## config.mk

```make
export PLATFORM = sky130hd
export DESIGN_NAME = owseq_top
export DESIGN_NICKNAME = d
export VERILOG_FILES = /design/src/rtl/owseq_pkg.sv /design/src/rtl/owseq_low_timer.sv /design/src/rtl/owseq_presence.sv /design/src/rtl/owseq_cmd_fsm.sv /design/src/rtl/owseq_top.sv
export SDC_FILE = /design/constraint.sdc
export NUM_CORES = 1
export LEC_CHECK = 0
export ABC_AREA = 1
export BUFFER_PORTS_ARGS = -buffer_cell sky130_fd_sc_hd__buf_2
export CAP_MARGIN = 20
export CORE_MARGIN = 2
export CORE_UTILIZATION = 50
export CTS_CLUSTER_SIZE = 20
export DETAILED_ROUTE_END_ITERATION = 8
export GPL_ROUTABILITY_DRIVEN = 0
export PLACE_DENSITY = 0.73
export SLEW_MARGIN = 30
export SYNTH_ARGS = -nofsm -noshare
export SYNTH_HDL_FRONTEND = slang
export SYNTH_SLANG_ARGS = --single-unit
export TNS_END_PERCENT = 100
```

## constraint.sdc

```tcl
create_clock -name clk -period 2.3 [get_ports clk]
set_input_delay 0 -clock clk [delete_from_list [all_inputs] [get_ports clk]]
set_output_delay 0 -clock clk [all_outputs]
set_load 0.005 [all_outputs]
```

## src/rtl/owseq_pkg.sv

```systemverilog
package owseq_pkg;

   typedef enum logic [2:0] {
      OP_NONE    = 3'd0,
      OP_RD_MEM  = 3'd1,
      OP_RD_STAT = 3'd2,
      OP_WR_MEM  = 3'd3,
      OP_WR_STAT = 3'd4
   } mem_op_t;

   typedef enum logic [1:0] {
      RS_NONE  = 2'd0,
      RS_READ  = 2'd1,
      RS_MATCH = 2'd2,
      RS_SKIP  = 2'd3
   } rom_sel_t;

   typedef enum logic [2:0] {
      SQ_IDLE,
      SQ_ROM_CMD,
      SQ_MATCH,
      SQ_ROM_TX,
      SQ_FN_CMD,
      SQ_FN_RUN
   } seq_state_t;

   typedef enum logic [1:0] {
      PR_OFF,
      PR_WAIT,
      PR_DRIVE
   } pres_state_t;

   localparam logic [7:0] CODE_ROM_READ  = 8'h33;
   localparam logic [7:0] CODE_ROM_MATCH = 8'h55;
   localparam logic [7:0] CODE_ROM_SKIP  = 8'hCC;
   localparam logic [7:0] CODE_FN_RDMEM  = 8'hF0;
   localparam logic [7:0] CODE_FN_RDSTAT = 8'hAA;
   localparam logic [7:0] CODE_FN_WRMEM  = 8'h0F;
   localparam logic [7:0] CODE_FN_WRSTAT = 8'h55;

endpackage

```

## src/rtl/owseq_low_timer.sv

```systemverilog
module owseq_low_timer #(
   parameter int SYNC_STAGES   = 2,
   parameter int LOW_SHORT_CYC = 120,
   parameter int LOW_LONG_CYC  = 480
) (
   input  logic clk,
   input  logic rst_n,
   input  logic line_in,
   input  logic self_drive,
   output logic rst_evt,
   output logic rst_long
);
   localparam int CW = $clog2(LOW_LONG_CYC + 2);
   localparam logic [CW-1:0] SAT   = CW'(LOW_LONG_CYC + 1);
   localparam logic [CW-1:0] SHORT = CW'(LOW_SHORT_CYC);
   localparam logic [CW-1:0] LONG  = CW'(LOW_LONG_CYC);

   if (LOW_SHORT_CYC < 1) begin : g_bad_short
      $error("LOW_SHORT_CYC must be at least 1");
   end
   if (LOW_LONG_CYC <= LOW_SHORT_CYC) begin : g_bad_long
      $error("LOW_LONG_CYC must exceed LOW_SHORT_CYC");
   end
   if (SYNC_STAGES < 0 || SYNC_STAGES > 4) begin : g_bad_sync
      $error("SYNC_STAGES must lie in 0..4");
   end

   logic line_s;

   if (SYNC_STAGES == 0) begin : g_nosync
      assign line_s = line_in;
   end else begin : g_sync
      logic [SYNC_STAGES-1:0] sh;
      always_ff @(posedge clk or negedge rst_n) begin
         if (!rst_n) sh <= '1;
         else        sh <= {sh[SYNC_STAGES-2 >= 0 ? SYNC_STAGES-2 : 0 : 0], line_in} & {SYNC_STAGES{1'b1}};
      end
      assign line_s = sh[SYNC_STAGES-1];
   end

   logic [CW-1:0] low_cnt;

   always_ff @(posedge clk or negedge rst_n) begin
      if (!rst_n) begin
         low_cnt  <= '0;
         rst_evt  <= 1'b0;
         rst_long <= 1'b0;
      end else begin
         rst_evt  <= 1'b0;
         rst_long <= 1'b0;
         if (self_drive) begin
            low_cnt <= '0;
         end else if (!line_s) begin
            if (low_cnt != SAT) low_cnt <= low_cnt + 1'b1;
         end else if (low_cnt != '0) begin
            rst_evt  <= (low_cnt > SHORT);
            rst_long <= (low_cnt > LONG);
            low_cnt  <= '0;
         end
      end
   end

endmodule

```

## src/rtl/owseq_presence.sv

```systemverilog
module owseq_presence #(
   parameter int PP_WAIT_CYC = 30,
   parameter int PP_LEN_CYC  = 150
) (
   input  logic clk,
   input  logic rst_n,
   input  logic rst_evt,
   input  logic rst_long,
   output logic pres_drive
);
   import owseq_pkg::*;

   localparam int MAXC = (PP_WAIT_CYC > PP_LEN_CYC) ? PP_WAIT_CYC : PP_LEN_CYC;
   localparam int PW   = $clog2(MAXC + 1);
   localparam logic [PW-1:0] WAIT_LAST = PW'(PP_WAIT_CYC - 1);
   localparam logic [PW-1:0] LEN_LAST  = PW'(PP_LEN_CYC - 1);

   if (PP_WAIT_CYC < 1 || PP_LEN_CYC < 1) begin : g_bad_pp
      $error("presence delay and length must be at least 1");
   end

   pres_state_t   st;
   logic [PW-1:0] cnt;

   always_ff @(posedge clk or negedge rst_n) begin
      if (!rst_n) begin
         st  <= PR_OFF;
         cnt <= '0;
      end else if (rst_evt) begin
         st  <= rst_long ? PR_WAIT : PR_OFF;
         cnt <= '0;
      end else begin
         case (st)
            PR_WAIT: begin
               if (cnt == WAIT_LAST) begin
                  st  <= PR_DRIVE;
                  cnt <= '0;
               end else begin
                  cnt <= cnt + 1'b1;
               end
            end
            PR_DRIVE: begin
               if (cnt == LEN_LAST) begin
                  st  <= PR_OFF;
                  cnt <= '0;
               end else begin
                  cnt <= cnt + 1'b1;
               end
            end
            default: cnt <= '0;
         endcase
      end
   end

   assign pres_drive = (st == PR_DRIVE);

endmodule

```

## src/rtl/owseq_cmd_fsm.sv

```systemverilog
module owseq_cmd_fsm #(
   parameter int SN_BYTES = 8,
   parameter logic [8*SN_BYTES-1:0] SERIAL = '0
) (
   input  logic       clk,
   input  logic       rst_n,
   input  logic       bus_rst,
   input  logic       rx_valid,
   input  logic [7:0] rx_data,
   output logic       rx_ready,
   output logic       tx_valid,
   output logic [7:0] tx_data,
   input  logic       tx_ready,
   output logic [1:0] rom_sel,
   output logic       dev_sel,
   output logic [2:0] mem_op
);
   import owseq_pkg::*;

   localparam int IW = (SN_BYTES > 1) ? $clog2(SN_BYTES) : 1;
   localparam logic [IW-1:0] LAST = IW'(SN_BYTES - 1);

   if (SN_BYTES < 1) begin : g_bad_sn
      $error("SN_BYTES must be at least 1");
   end

   logic [7:0] sn_b [SN_BYTES];
   for (genvar g = 0; g < SN_BYTES; g++) begin : g_snb
      assign sn_b[g] = SERIAL[8*g +: 8];
   end

   seq_state_t st;
   logic [IW-1:0] idx;
   rom_sel_t rs;
   mem_op_t  op;
   logic     sel;
   logic     take;

   assign take = rx_valid && rx_ready;

   always_ff @(posedge clk or negedge rst_n) begin
      if (!rst_n) begin
         st  <= SQ_IDLE;
         idx <= '0;
         rs  <= RS_NONE;
         op  <= OP_NONE;
         sel <= 1'b0;
      end else if (bus_rst) begin
         st  <= SQ_ROM_CMD;
         idx <= '0;
         rs  <= RS_NONE;
         op  <= OP_NONE;
         sel <= 1'b0;
      end else begin
         case (st)
            SQ_ROM_CMD: if (take) begin
               idx <= '0;
               case (rx_data)
                  CODE_ROM_READ: begin
                     st <= SQ_ROM_TX;
                     rs <= RS_READ;
                  end
                  CODE_ROM_MATCH: begin
                     st <= SQ_MATCH;
                     rs <= RS_MATCH;
                  end
                  CODE_ROM_SKIP: begin
                     st  <= SQ_FN_CMD;
                     rs  <= RS_SKIP;
                     sel <= 1'b1;
                  end
                  default: st <= SQ_IDLE;
               endcase
            end
            SQ_MATCH: if (take) begin
               if (rx_data != sn_b[idx]) begin
                  st <= SQ_IDLE;
               end else if (idx == LAST) begin
                  st  <= SQ_FN_CMD;
                  sel <= 1'b1;
               end else begin
                  idx <= idx + 1'b1;
               end
            end
            SQ_ROM_TX: if (tx_ready) begin
               if (idx == LAST) begin
                  st  <= SQ_FN_CMD;
                  sel <= 1'b1;
               end else begin
                  idx <= idx + 1'b1;
               end
            end
            SQ_FN_CMD: if (take) begin
               st <= SQ_FN_RUN;
               case (rx_data)
                  CODE_FN_RDMEM:  op <= OP_RD_MEM;
                  CODE_FN_RDSTAT: op <= OP_RD_STAT;
                  CODE_FN_WRMEM:  op <= OP_WR_MEM;
                  CODE_FN_WRSTAT: op <= OP_WR_STAT;
                  default: begin
                     st  <= SQ_IDLE;
                     sel <= 1'b0;
                  end
               endcase
            end
            default: ;
         endcase
      end
   end

   always_comb begin
      case (st)
         SQ_IDLE, SQ_ROM_CMD, SQ_MATCH, SQ_FN_CMD: rx_ready = 1'b1;
         default:                                  rx_ready = 1'b0;
      endcase
   end

   assign tx_valid = (st == SQ_ROM_TX);
   assign tx_data  = sn_b[idx];
   assign rom_sel  = rs;
   assign dev_sel  = sel;
   assign mem_op   = op;

endmodule

```

## src/rtl/owseq_top.sv

```systemverilog
module owseq_top #(
   parameter int SYNC_STAGES   = 2,
   parameter int LOW_SHORT_CYC = 120,
   parameter int LOW_LONG_CYC  = 480,
   parameter int PP_WAIT_CYC   = 30,
   parameter int PP_LEN_CYC    = 150,
   parameter int SN_BYTES      = 8,
   parameter logic [8*SN_BYTES-1:0] SERIAL = 64'h1CA55A3C0FE1772D
) (
   input  logic       clk,
   input  logic       rst_n,
   input  logic       line_in,
   output logic       pres_drive,
   input  logic       rx_valid,
   input  logic [7:0] rx_data,
   output logic       rx_ready,
   output logic       tx_valid,
   output logic [7:0] tx_data,
   input  logic       tx_ready,
   output logic [1:0] rom_sel,
   output logic       dev_sel,
   output logic [2:0] mem_op
);
   logic evt_w;
   logic long_w;

   owseq_low_timer #(
      .SYNC_STAGES  (SYNC_STAGES),
      .LOW_SHORT_CYC(LOW_SHORT_CYC),
      .LOW_LONG_CYC (LOW_LONG_CYC)
   ) u_timer (
      .clk       (clk),
      .rst_n     (rst_n),
      .line_in   (line_in),
      .self_drive(pres_drive),
      .rst_evt   (evt_w),
      .rst_long  (long_w)
   );

   owseq_presence #(
      .PP_WAIT_CYC(PP_WAIT_CYC),
      .PP_LEN_CYC (PP_LEN_CYC)
   ) u_pres (
      .clk       (clk),
      .rst_n     (rst_n),
      .rst_evt   (evt_w),
      .rst_long  (long_w),
      .pres_drive(pres_drive)
   );

   owseq_cmd_fsm #(
      .SN_BYTES(SN_BYTES),
      .SERIAL  (SERIAL)
   ) u_fsm (
      .clk     (clk),
      .rst_n   (rst_n),
      .bus_rst (evt_w),
      .rx_valid(rx_valid),
      .rx_data (rx_data),
      .rx_ready(rx_ready),
      .tx_valid(tx_valid),
      .tx_data (tx_data),
      .tx_ready(tx_ready),
      .rom_sel (rom_sel),
      .dev_sel (dev_sel),
      .mem_op  (mem_op)
   );

endmodule

```

# Word level (Yosys, flattened, before mapping)
# Memory sizes are Yosys's and may differ from the RTL's.
# Index checks and enable logic that the tools add are counted.
[totals]
regBits = 35
mem_bits_ro = 64
input_bits = 13
out_inout_bits = 17
wordCells = 124
memories = 1
[classes]
addsub = 3
n_lt_le_gt_ge = 3
eq_ne = 27
muxes = 57
bitwise_logic = 1
reduce_logical = 21
[mem_list]
columns = ["memory", "depth", "width", "read_ports", "rd_clocked_by_memory_dff", "write_ports", "line_no", "text"]
rows = [
  ["(name not given)", 8, 8, 1, 0, 0, "owseq_cmd_fsm.sv:119", "assign tx_data = sn_b[idx];"],
]
[op_table]
columns = ["op", "n"]
rows = [
  ["$mux 3", 17],
  ["$mux 8", 5],
  ["$mux 9", 4],
  ["$eq 8x8->1 const B", 4],
  ["$pmux 3 s4", 2],
  ["$pmux 3 s3", 2],
  ["$mux 1", 17],
  ["$pmux 8 s2", 1],
  ["$mux 2", 6],
  ["$ne 3x2->1 const B", 4],
  ["$ne 3x3->1 const B", 4],
  ["$reduce_and 5->1", 2],
  ["$reduce_bool 5->1", 2],
  ["$add 9x1->9 const B", 1],
  ["$gt 9x7->1 const B", 1],
  ["$gt 9x9->1 const B", 1],
  ["$ne 9x9->1 const B", 1],
  ["$reduce_and 3->1", 3],
  ["$reduce_bool 9->1", 1],
  ["$add 8x1->8 const B", 1],
  ["$eq 8x4->1 const B", 1],
  ["$eq 8x5->1 const B", 1],
  ["$eq 8x6->1 const B", 1],
  ["$eq 8x7->1 const B", 1],
  ["other kinds (21)", 29],
]

# Logic depth before layout (Yosys ltp)
# Gate-level depths: netlist of the first run.
[depth]
word_depth = 9
depth_mapped = 14
mapped_depth_nobuf = 14

# Hierarchy
# From an unflattened synthesis of the first run, not the netlist that was laid out.
[hier_totals]
cells_unflattened = 420
area_unflattened_um2 = 2846.5
[modules_own_cells]
columns = ["module", "instances", "cells_per_inst", "area_per_inst_um2"]
rows = [
  ["owseq_cmd_fsm", 1, 243, 1452.6],
  ["owseq_low_timer", 1, 97, 762.0],
  ["owseq_presence", 1, 80, 631.9],
]

# Worst setup path before layout of the first run
# Ideal clock, no wire load.
[synth_path]
path_type = "register to register"
start = "reg u_fsm.idx[0]"
end = "reg u_fsm.idx[0]"
arrival_time_ps = 1633
setup_slack_ps = 549
stages_incl_launch_ff = 15
path_buffers = 0
synth_period_minus_slack_ps = 1751
path_cell_list = "dfrtp_1 inv_1 ha_1 inv_1 nand2_2 nand2_1 nand2_1 nand2_1 nand2_1 nor2_2 nand2_1 nand2_2 nand2_4 nand2_1 o21ai_2"
[synth_via]
elab_chain_cells = 7
elab_cells_between_ends = 15
classes_between = "1 x add/sub; 3 x eq/ne; 8 x mux; 1 x bitwise; 1 x reduce/logical; 1 x memory"
[synth_lines]
columns = ["item", "line_no", "text"]
rows = [
  ["start, declared", "owseq_cmd_fsm.sv:33", "logic [IW-1:0] idx;"],
  ["start signal, assigned", "owseq_cmd_fsm.sv:82", "idx <= idx + 1'b1;"],
  ["start signal, assigned", "owseq_cmd_fsm.sv:90", "idx <= idx + 1'b1;"],
  ["$not 3->4 (not written as such)", "owseq_cmd_fsm.sv:76", "if (rx_data != sn_b[idx]) begin"],
  ["$mem_v2 8x8", "n/a", ""],
  ["$mux 8 (not written as such) (2 in series)", "owseq_cmd_fsm.sv:76", ""],
  ["$ne 8x8->1", "owseq_cmd_fsm.sv:76", ""],
  ["$ne 3x3->1 (no source line)", "n/a", ""],
  ["$reduce_and 5->1 (no source line)", "n/a", ""],
]
# Parallel ways exist; a longest one is shown, timed or not. The select of a mux whose other input is x is not followed.
# A chain may end at the register's enable or synchronous reset.

# Worst setup path in the final report of the first run
[layout_path]
start = "reg u_fsm.idx[0]"
end = "reg u_fsm.idx[2]"
# The elaborated chain is that of the path after synthesis.

==> impl_summary.txt, run 1 <==
----------------------------------------------------
[Status]
  Status ... complete, no violations

[Route]
  Violation count after the first detailed-route iteration ... around 150
  Initial DRT Pass Iterations ... 4
  Count of vias placed by the detailed router ... roughly 2300
  Detail-routed via count per cell ... slightly above 5
  Total wire length after detailed routing ... 5.24 mm
  Number of DRC violations after detailed routing ... 0
  Mean routed wirelength per cell ... approximately 11 microns
  Number of nets with antenna violations after detailed routing ... 0

[Layout]
  Post-layout utilization of the core ... 0.599
  Net count reported at finish ... around 420
  Post-route design area ... 2890 sq um
  Number of antenna repair diodes ... 0
  Most common library cell in the layout ignoring fill and taps ... sky130_fd_sc_hd__nand2_1
  Area growth syn-to-layout ... 13.4%
  Commonest cells after routing, fill and taps aside ... sky130_fd_sc_hd__nand2_1 (91), sky130_fd_sc_hd__nor2_1 (45), sky130_fd_sc_hd__inv_1 (43), sky130_fd_sc_hd__nand3_1 (33), sky130_fd_sc_hd__dfrtp_1 (33)
  Proportion of layout cells with a drive suffix above 1 ... 0.189

[Power]
  Post-layout total power ... roughly 2.1 mW
  Max IR drop VDD ... 0.000605 V
  PD cells ... between 700 and 800 nW/um^2
  Leakage power of the design ... 1.45 nW

[STA]
  Final critical-path required period ... about 2.0 ns
  Slew margin rel. ... 0.496
  Tightest hold margin ... ~0.17 ns
  Post-Route Setup TNS ... 0 ns
  Final hold violation count ... 0
  Max-slew violations ... 0
  Transition at the pin with the smallest max-transition slack ... 0.756 ns
  Max Fclk ... about 510 MHz
  Endpoints failing setup ... 0
  Period Utilization, post-route ... 0.850
  Final setup skew ... a little under 0.008 ns
  Unrepaired setup endpoints after global routing ... false

[Synth]
  Number of distinct standard cells referenced by the synthesized netlist ... 36
  Number of instances in the synthesized netlist ... between 300 and 400
  Synthesized area divided by synthesized cell count ... 7.03 sq um
  Number of enable-type register cells in the synthesized netlist ... 0
  Yosys warns ... 0
  Net count after synthesis ... between 300 and 400
  Total standard cell area after synthesis ... approximately 2500 sq um
  Share of async-settable or async-resettable flops after synthesis ... 1.00
  Post-synthesis sequential area ratio ... 0.345
  Main synth FF type ... sky130_fd_sc_hd__dfrtp_1
  Count of state elements after synthesis ... 35

[Worst hold path]
  Class of the most critical hold timing path ... in2reg

[Setup path]
  Nature of the critical path endpoint ... register
  Arr. time, crit path ... roughly 2.1 ns
  WP data required ... roughly 2.5 ns
  Sort of element at the start of the critical path ... register
  Setup Crit Path Kind ... reg2reg
  Worst Path Max Fanout ... 6

[Global routing]
  Largest net degree at the start of global routing ... 36
  GR Overflow Total ... 0
  Overall track demand over capacity in global routing ... 0.204
  Wire length of the first global-routing pass ... roughly 9 mm
  Antenna violations before repair ... 0
  Number of global-route vias before repair ... ~2200

[CTS]
  Clock latency reported for the late side of the worst-skew pair ... 0.29 ns
  CTS tree ... yes
  Clock-pin slew reported for the worst setup and hold paths after clock tree synthesis ... about 0.070 ns
  Total clock buffers created by CTS ... 5
  Total of cells resized after clock tree synthesis ... 0
  Largest buffer count on any clock path ... 2
  Clock sink count ... 35
  Root buffer cell ... sky130_fd_sc_hd__clkbuf_8
  H-tree Lvls ... 2

[Place]
  I/O Buffers ... 29
  Final HPWL from detailed placement ... 4.05 mm
  Placed Area ... 2750 sq um

[Floorplanning]
  Effective utilization at floorplan ... 0.529
  # IOs ... 30
  Rows ... 25
  Total Die Area ... around 5700 sq um
  Vertical die dimension ... roughly 75 microns
  Core area ... a little under 5000 sq um
  Die Wd ... 75.4 microns

[Run]
  Maximum Capacitance Violations ... 0

----------------------------------------------------
## final cells by class
cell class | count | area (sq um)
clock buffer | 5 | 68.8
clock inverter | 3 | 43.8
fill | 480 | 1930
inverter | 51 | 199
multi-input combinational | 271 | 1440
sequential | 35 | 878
tap | 67 | 83.8
timing repair buffer | 32 | 173
## cells in the mapped netlist, types with 3 or more instances
| cell | number | area, sq um |
|---|---|---|
| sky130_fd_sc_hd__o21ai_1 | 7 | 35.0 |
| sky130_fd_sc_hd__ha_1 | 15 | 188 |
| sky130_fd_sc_hd__nand2_2 | 11 | 68.8 |
| sky130_fd_sc_hd__dfrtp_1 | 33 | 826 |
| sky130_fd_sc_hd__or2_1 | 3 | 18.8 |
| sky130_fd_sc_hd__inv_2 | 5 | 18.8 |
| sky130_fd_sc_hd__nand3_1 | 33 | 165 |
| sky130_fd_sc_hd__xor2_1 | 5 | 43.8 |
| sky130_fd_sc_hd__o21ai_2 | 5 | 43.8 |
| sky130_fd_sc_hd__nor2_1 | 45 | 169 |
| sky130_fd_sc_hd__a21oi_1 | 11 | 55.1 |
| sky130_fd_sc_hd__nor3_1 | 9 | 45.0 |
| sky130_fd_sc_hd__inv_1 | 43 | 161 |
| sky130_fd_sc_hd__nor2_2 | 5 | 31.3 |
| sky130_fd_sc_hd__o21ai_0 | 7 | 35.0 |
| sky130_fd_sc_hd__nand4_1 | 7 | 43.8 |
| sky130_fd_sc_hd__nand2_1 | 91 | 342 |
## registers in the layout (all words and copies together) (netlist names)
| register | cells |
|---|---|
| u_fsm.rom_sel | 2 |
| u_fsm.mem_op | 3 |
| u_timer.g_sync.sh | 2 |
| u_fsm.idx | 3 |
| u_pres.cnt | 8 |
| u_pres.st | 2 |
| u_timer.low_cnt | 9 |
| u_timer.rst_long | 1 |
| u_timer.rst_evt | 1 |
| u_fsm.st | 3 |
| u_fsm.dev_sel | 1 |
## per-layer routing
metal  vias to the layer above  wire length [microns]  global-route usage
li1                       1219                      -                   -
met1                      1059                   2570               0.292
met2                        59                   2350               0.319
met3                         7                    249              0.0317
met4                         0                     63              0.0624
met5                         -                      0                   0
## logic make-up (layout without fill, tap and decap cells)
family	count (synthesis)	after routing	synth area share
buffers and inverters	56	91	0.0894
DFF	35	35	0.345
xor gates and xnor gates	6	6	0.0206
and+or+nand+nor	211	211	0.375
AOI/OAI and AO/OA	39	39	0.0958
adders and majority gates	15	15	0.0737
## path summary, 6_finish.rpt
check	startpoint	cells after the start	endpoint	slack (ns)
setup / recovery	u_fsm.idx[0]	14	u_fsm.idx[2]	0.34
hold / removal	rx_valid	5	u_fsm.mem_op[0]	0.17
setup reg to reg	u_fsm.idx[0]	14	u_fsm.idx[2]	0.34
hold reg to reg	u_timer.g_sync.sh[0]	0	u_timer.g_sync.sh[1]	0.36
max in group asynchronous	rst_n	2	u_fsm.idx[1]	1.50
min in group asynchronous	rst_n	2	u_pres.cnt[5]	0.31
## power breakdown
part / switching, mW / leakage, nW / internal (mW) / total, mW
logic: 0.526 / 0.915 / 0.298 / 0.824
registers: 0.0726 / 0.473 / 0.684 / 0.756
clock network: 0.238 / 0.0581 / 0.323 / 0.561
## worst max-delay path, stage by stage, from the launching register on
cell	delay, ns
sky130_fd_sc_hd__dfrtp_1	0.44
sky130_fd_sc_hd__inv_1	0.15
sky130_fd_sc_hd__ha_1	0.36
sky130_fd_sc_hd__inv_1	0.08
sky130_fd_sc_hd__nand2_2	0.07
sky130_fd_sc_hd__nand2_1	0.08
sky130_fd_sc_hd__nand2_1	0.05
sky130_fd_sc_hd__nand2_1	0.05
sky130_fd_sc_hd__nand2_1	0.06
sky130_fd_sc_hd__nor2_2	0.11
sky130_fd_sc_hd__nand2_1	0.08
sky130_fd_sc_hd__nand2_2	0.10
sky130_fd_sc_hd__nand2_4	0.08
sky130_fd_sc_hd__nand2_1	0.08
sky130_fd_sc_hd__o21ai_2	0.06
## timing repair
action                     4_1_cts  5_1_grt
buffers inserted                 0        0
setup endpoints to repair        0        0
hold buffers                     2        0
hold endpoints to repair        34        0
## metrics by stage
| stage | setup WS, ns | std cells |
|---|---|---|
| 2_1_floorplan | 0.549 | 362 |
| 3_3_place_gp | 0.435 | 454 |
| 3_5_place_dp | 0.351 | 454 |
| 4_1_cts | 0.331 | 464 |
| 5_1_grt | 0.112 | 464 |
| 6_report | 0.345 | 464 |
(Power assumes the default switching activity.)
==> inputs of run 2 (changes only) <==
Settings changed: BUFFER_PORTS_ARGS -buffer_cell sky130_fd_sc_hd__buf_2 to default, DONT_BUFFER_PORTS from default to 1, PLACE_DENSITY 0.73 to 0.68, TNS_END_PERCENT 100 to 1.
Clock period 2.3 ns to 2.2 ns, I/O delays scaled along.
==> run 2 against run 1 <==
Critical path depth stayed put. Global-route usage is 1.2 points higher. Fmax is 1.3% higher. Clock-buffer cell count is 2 higher. Worst hold slack worse by 0.13 ns. Sequential power is 5.2% higher. Utilization is 2.7 points lower. Sequential share of layout area is 1.5 points higher. Clock power hardly changed. Flip-flop and latch count stayed put.
==> impl_summary.txt, run 2 (synthesized netlist as in run 1, its figures left out) <==
----------------------------------------------------
[Layout]
  Area growth syn-to-layout ... 8.26%
  Number of antenna repair diodes ... 0
  Reg with most FFs ... u_timer.low_cnt
  Proportion of layout cells with a drive suffix above 1 ... 0.125
  Most common library cell in the layout ignoring fill and taps ... sky130_fd_sc_hd__nand2_1
  Post-layout utilization of the core ... 0.572
  Max FFs per register ... 9
  Top Registers ... u_timer.low_cnt: 9 flops, u_pres.cnt: 8 flops
  Net count reported at finish ... a little under 400
  Final non-filler cell total ... between 400 and 500
  Commonest cells after routing, fill and taps aside ... sky130_fd_sc_hd__nand2_1 (91), sky130_fd_sc_hd__nor2_1 (45), sky130_fd_sc_hd__inv_1 (43), sky130_fd_sc_hd__nand3_1 (33), sky130_fd_sc_hd__dfrtp_1 (32)

[Setup path]
  Nature of the critical path endpoint ... register
  Cell with the most instances on the worst path ... sky130_fd_sc_hd__nand2_1
  Buf/Inv on CP ... 2
  Cell type of the slowest stage on the worst timing path ... sky130_fd_sc_hd__dfrtp_2
  Sort of element at the start of the critical path ... register
  Series of cell instances along the critical path ... inv_1 > ha_1 > inv_1 > nand2_2 > nand2_1 > nand2_1 > nand2_1 > nand2_1 > nor2_2 > nand2_1 > nand2_2 > nand2_4 > nand2_1 > o21ai_2
  Reg-to-reg critical path startpoint ... u_fsm.idx[0]
  Crit-path max cell delay ... about 0.45 ns
  Category of cells accounting for the largest share of critical-path delay ... simple AND/OR/NAND/NOR gates
  Arr. time, crit path ... around 2.1 ns
  WP data required ... 2.37 ns
  Crit path from ... u_fsm.idx[0]
  Setup Crit Path Kind ... reg2reg
  Worst Path Max Fanout ... 6

[Route]
  Violation count after the first detailed-route iteration ... about 160
  Count of vias placed by the detailed router ... ~2300
  Number of nets with antenna violations after detailed routing ... 0
  Number of DRC violations after detailed routing ... 0
  Total wire length after detailed routing ... about 5.5 mm
  Initial DRT Pass Iterations ... 4
  Detail-routed via count per cell ... approximately 5.2
  Mean routed wirelength per cell ... approximately 13 microns

[CTS]
  Post-CTS setup buffers ... 0
  H-tree Lvls ... 2
  Total clock buffers created by CTS ... 5
  Largest buffer count on any clock path ... 2
  Clock-pin slew reported for the worst setup and hold paths after clock tree synthesis ... approximately 0.07 ns
  CTS tree ... yes
  Root buffer cell ... sky130_fd_sc_hd__clkbuf_8
  Clock sink count ... 35
  Clock latency reported for the late side of the worst-skew pair ... approximately 0.29 ns

[Power]
  Max IR drop VDD ... between 0.0003 and 0.0004 V
  Leakage power of the design ... 1.32 nW
  PD cells ... around 790 nW/um^2

[Place]
  Final HPWL from detailed placement ... between 4 and 5 mm
  I/O Buffers ... 0
  Pre-CTS WS ... between 0.2 and 0.25 ns
  Placed cell count ... 425

[STA]
  Transition at the pin with the smallest max-transition slack ... between 0.5 and 0.6 ns
  Final setup skew ... 0.00775 ns
  Unrepaired setup endpoints after global routing ... false
  Final hold violation count ... 0
  Final critical-path required period ... around 1.9 ns
  Period Utilization, post-route ... 0.877
  Post-Route Setup TNS ... 0 ns
  Endpoints failing setup ... 0
  Max-slew violations ... 0
  Post-route worst setup slack ... roughly 0.27 ns
  Max Fclk ... approximately 520 MHz
  Tightest hold margin ... around 0.046 ns
  Slew margin rel. ... 0.653

[Global routing]
  GR Overflow Total ... 0
  Overall track demand over capacity in global routing ... 0.216
  Wire length of the first global-routing pass ... roughly 9.5 mm
  Largest net degree at the start of global routing ... 36
  Antenna violations before repair ... 0
  Number of global-route vias before repair ... between 2000 and 2500

[Floorplanning]
  Effective utilization at floorplan ... 0.529
  Total Die Area ... around 5700 sq um
  # IOs ... 30
  Die Wd ... 75.4 microns
  Vertical die dimension ... roughly 75 microns
  Rows ... 25
  Core area ... ~4800 sq um

[Worst hold path]
  Class of the most critical hold timing path ... in2reg
  Critical hold path startpoint ... rx_valid

[Run]
  Maximum Capacitance Violations ... 0

[Status]
  Status ... complete, no violations

----------------------------------------------------
## run 2: layout make-up
| type | count | area, sq um |
|---|---|---|
| fillers | 491 | 2060 |
| multi-input cells | 271 | 1440 |
| flip-flops and latches | 35 | 880 |
| inverters | 51 | 199 |
| well taps | 67 | 83.8 |
| clock buffers | 7 | 76.3 |
| repair buffers | 4 | 47.5 |
| clock inverters | 1 | 30.0 |
## run 2: repair_timing
action	in CTS	in global routing
endpoints found under the hold margin	36	0
setup endpoints to repair	0	4
hold buffers	3	0
gates resized for setup	0	1
## run 2: path summary, 6_finish.rpt
kind | endpoint | slack (ns) | depth (start not counted)
setup / recovery | u_fsm.idx[2] | 0.27 | 14
hold / removal | u_fsm.mem_op[0] | 0.05 | 4
setup reg to reg | u_fsm.idx[2] | 0.27 | 14
hold reg to reg | u_timer.g_sync.sh[1] | 0.36 | 0
max in group asynchronous | u_timer.g_sync.sh[1] | 1.75 | 2
min in group asynchronous | u_fsm.rom_sel[1] | 0.20 | 2
## run 2: through the flow
stage	area, sq um	power [mW]
after floorplan	2550	1.44
after global placement	2610	1.57
after detailed placement	2610	1.58
after CTS	2760	2.19
after global routing	2760	2.34
final	2760	2.17
## run 2: power by group
group | total, mW | switching [mW] | leakage, nW | internal [mW]
registers | 0.795 | 0.0793 | 0.471 | 0.716
clock network | 0.563 | 0.224 | 0.0524 | 0.339
logic | 0.814 | 0.538 | 0.801 | 0.276
total | 2.17 | 0.841 | 1.32 | 1.33
## run 2: metal layers
metal,up-vias,track usage,part of all wire
met5,-,0,0
met4,0,0.0604,0.013
met3,5,0.0437,0.036
met2,39,0.327,0.45
met1,1059,0.314,0.50
li1,1161,-,-
## run 2: tightest hold or removal path, stage by stage
cell,delay (ns)
sky130_fd_sc_hd__nand2_2,0.10
sky130_fd_sc_hd__nor2_2,0.06
sky130_fd_sc_hd__nand2_1,0.07
sky130_fd_sc_hd__o21ai_1,0.06
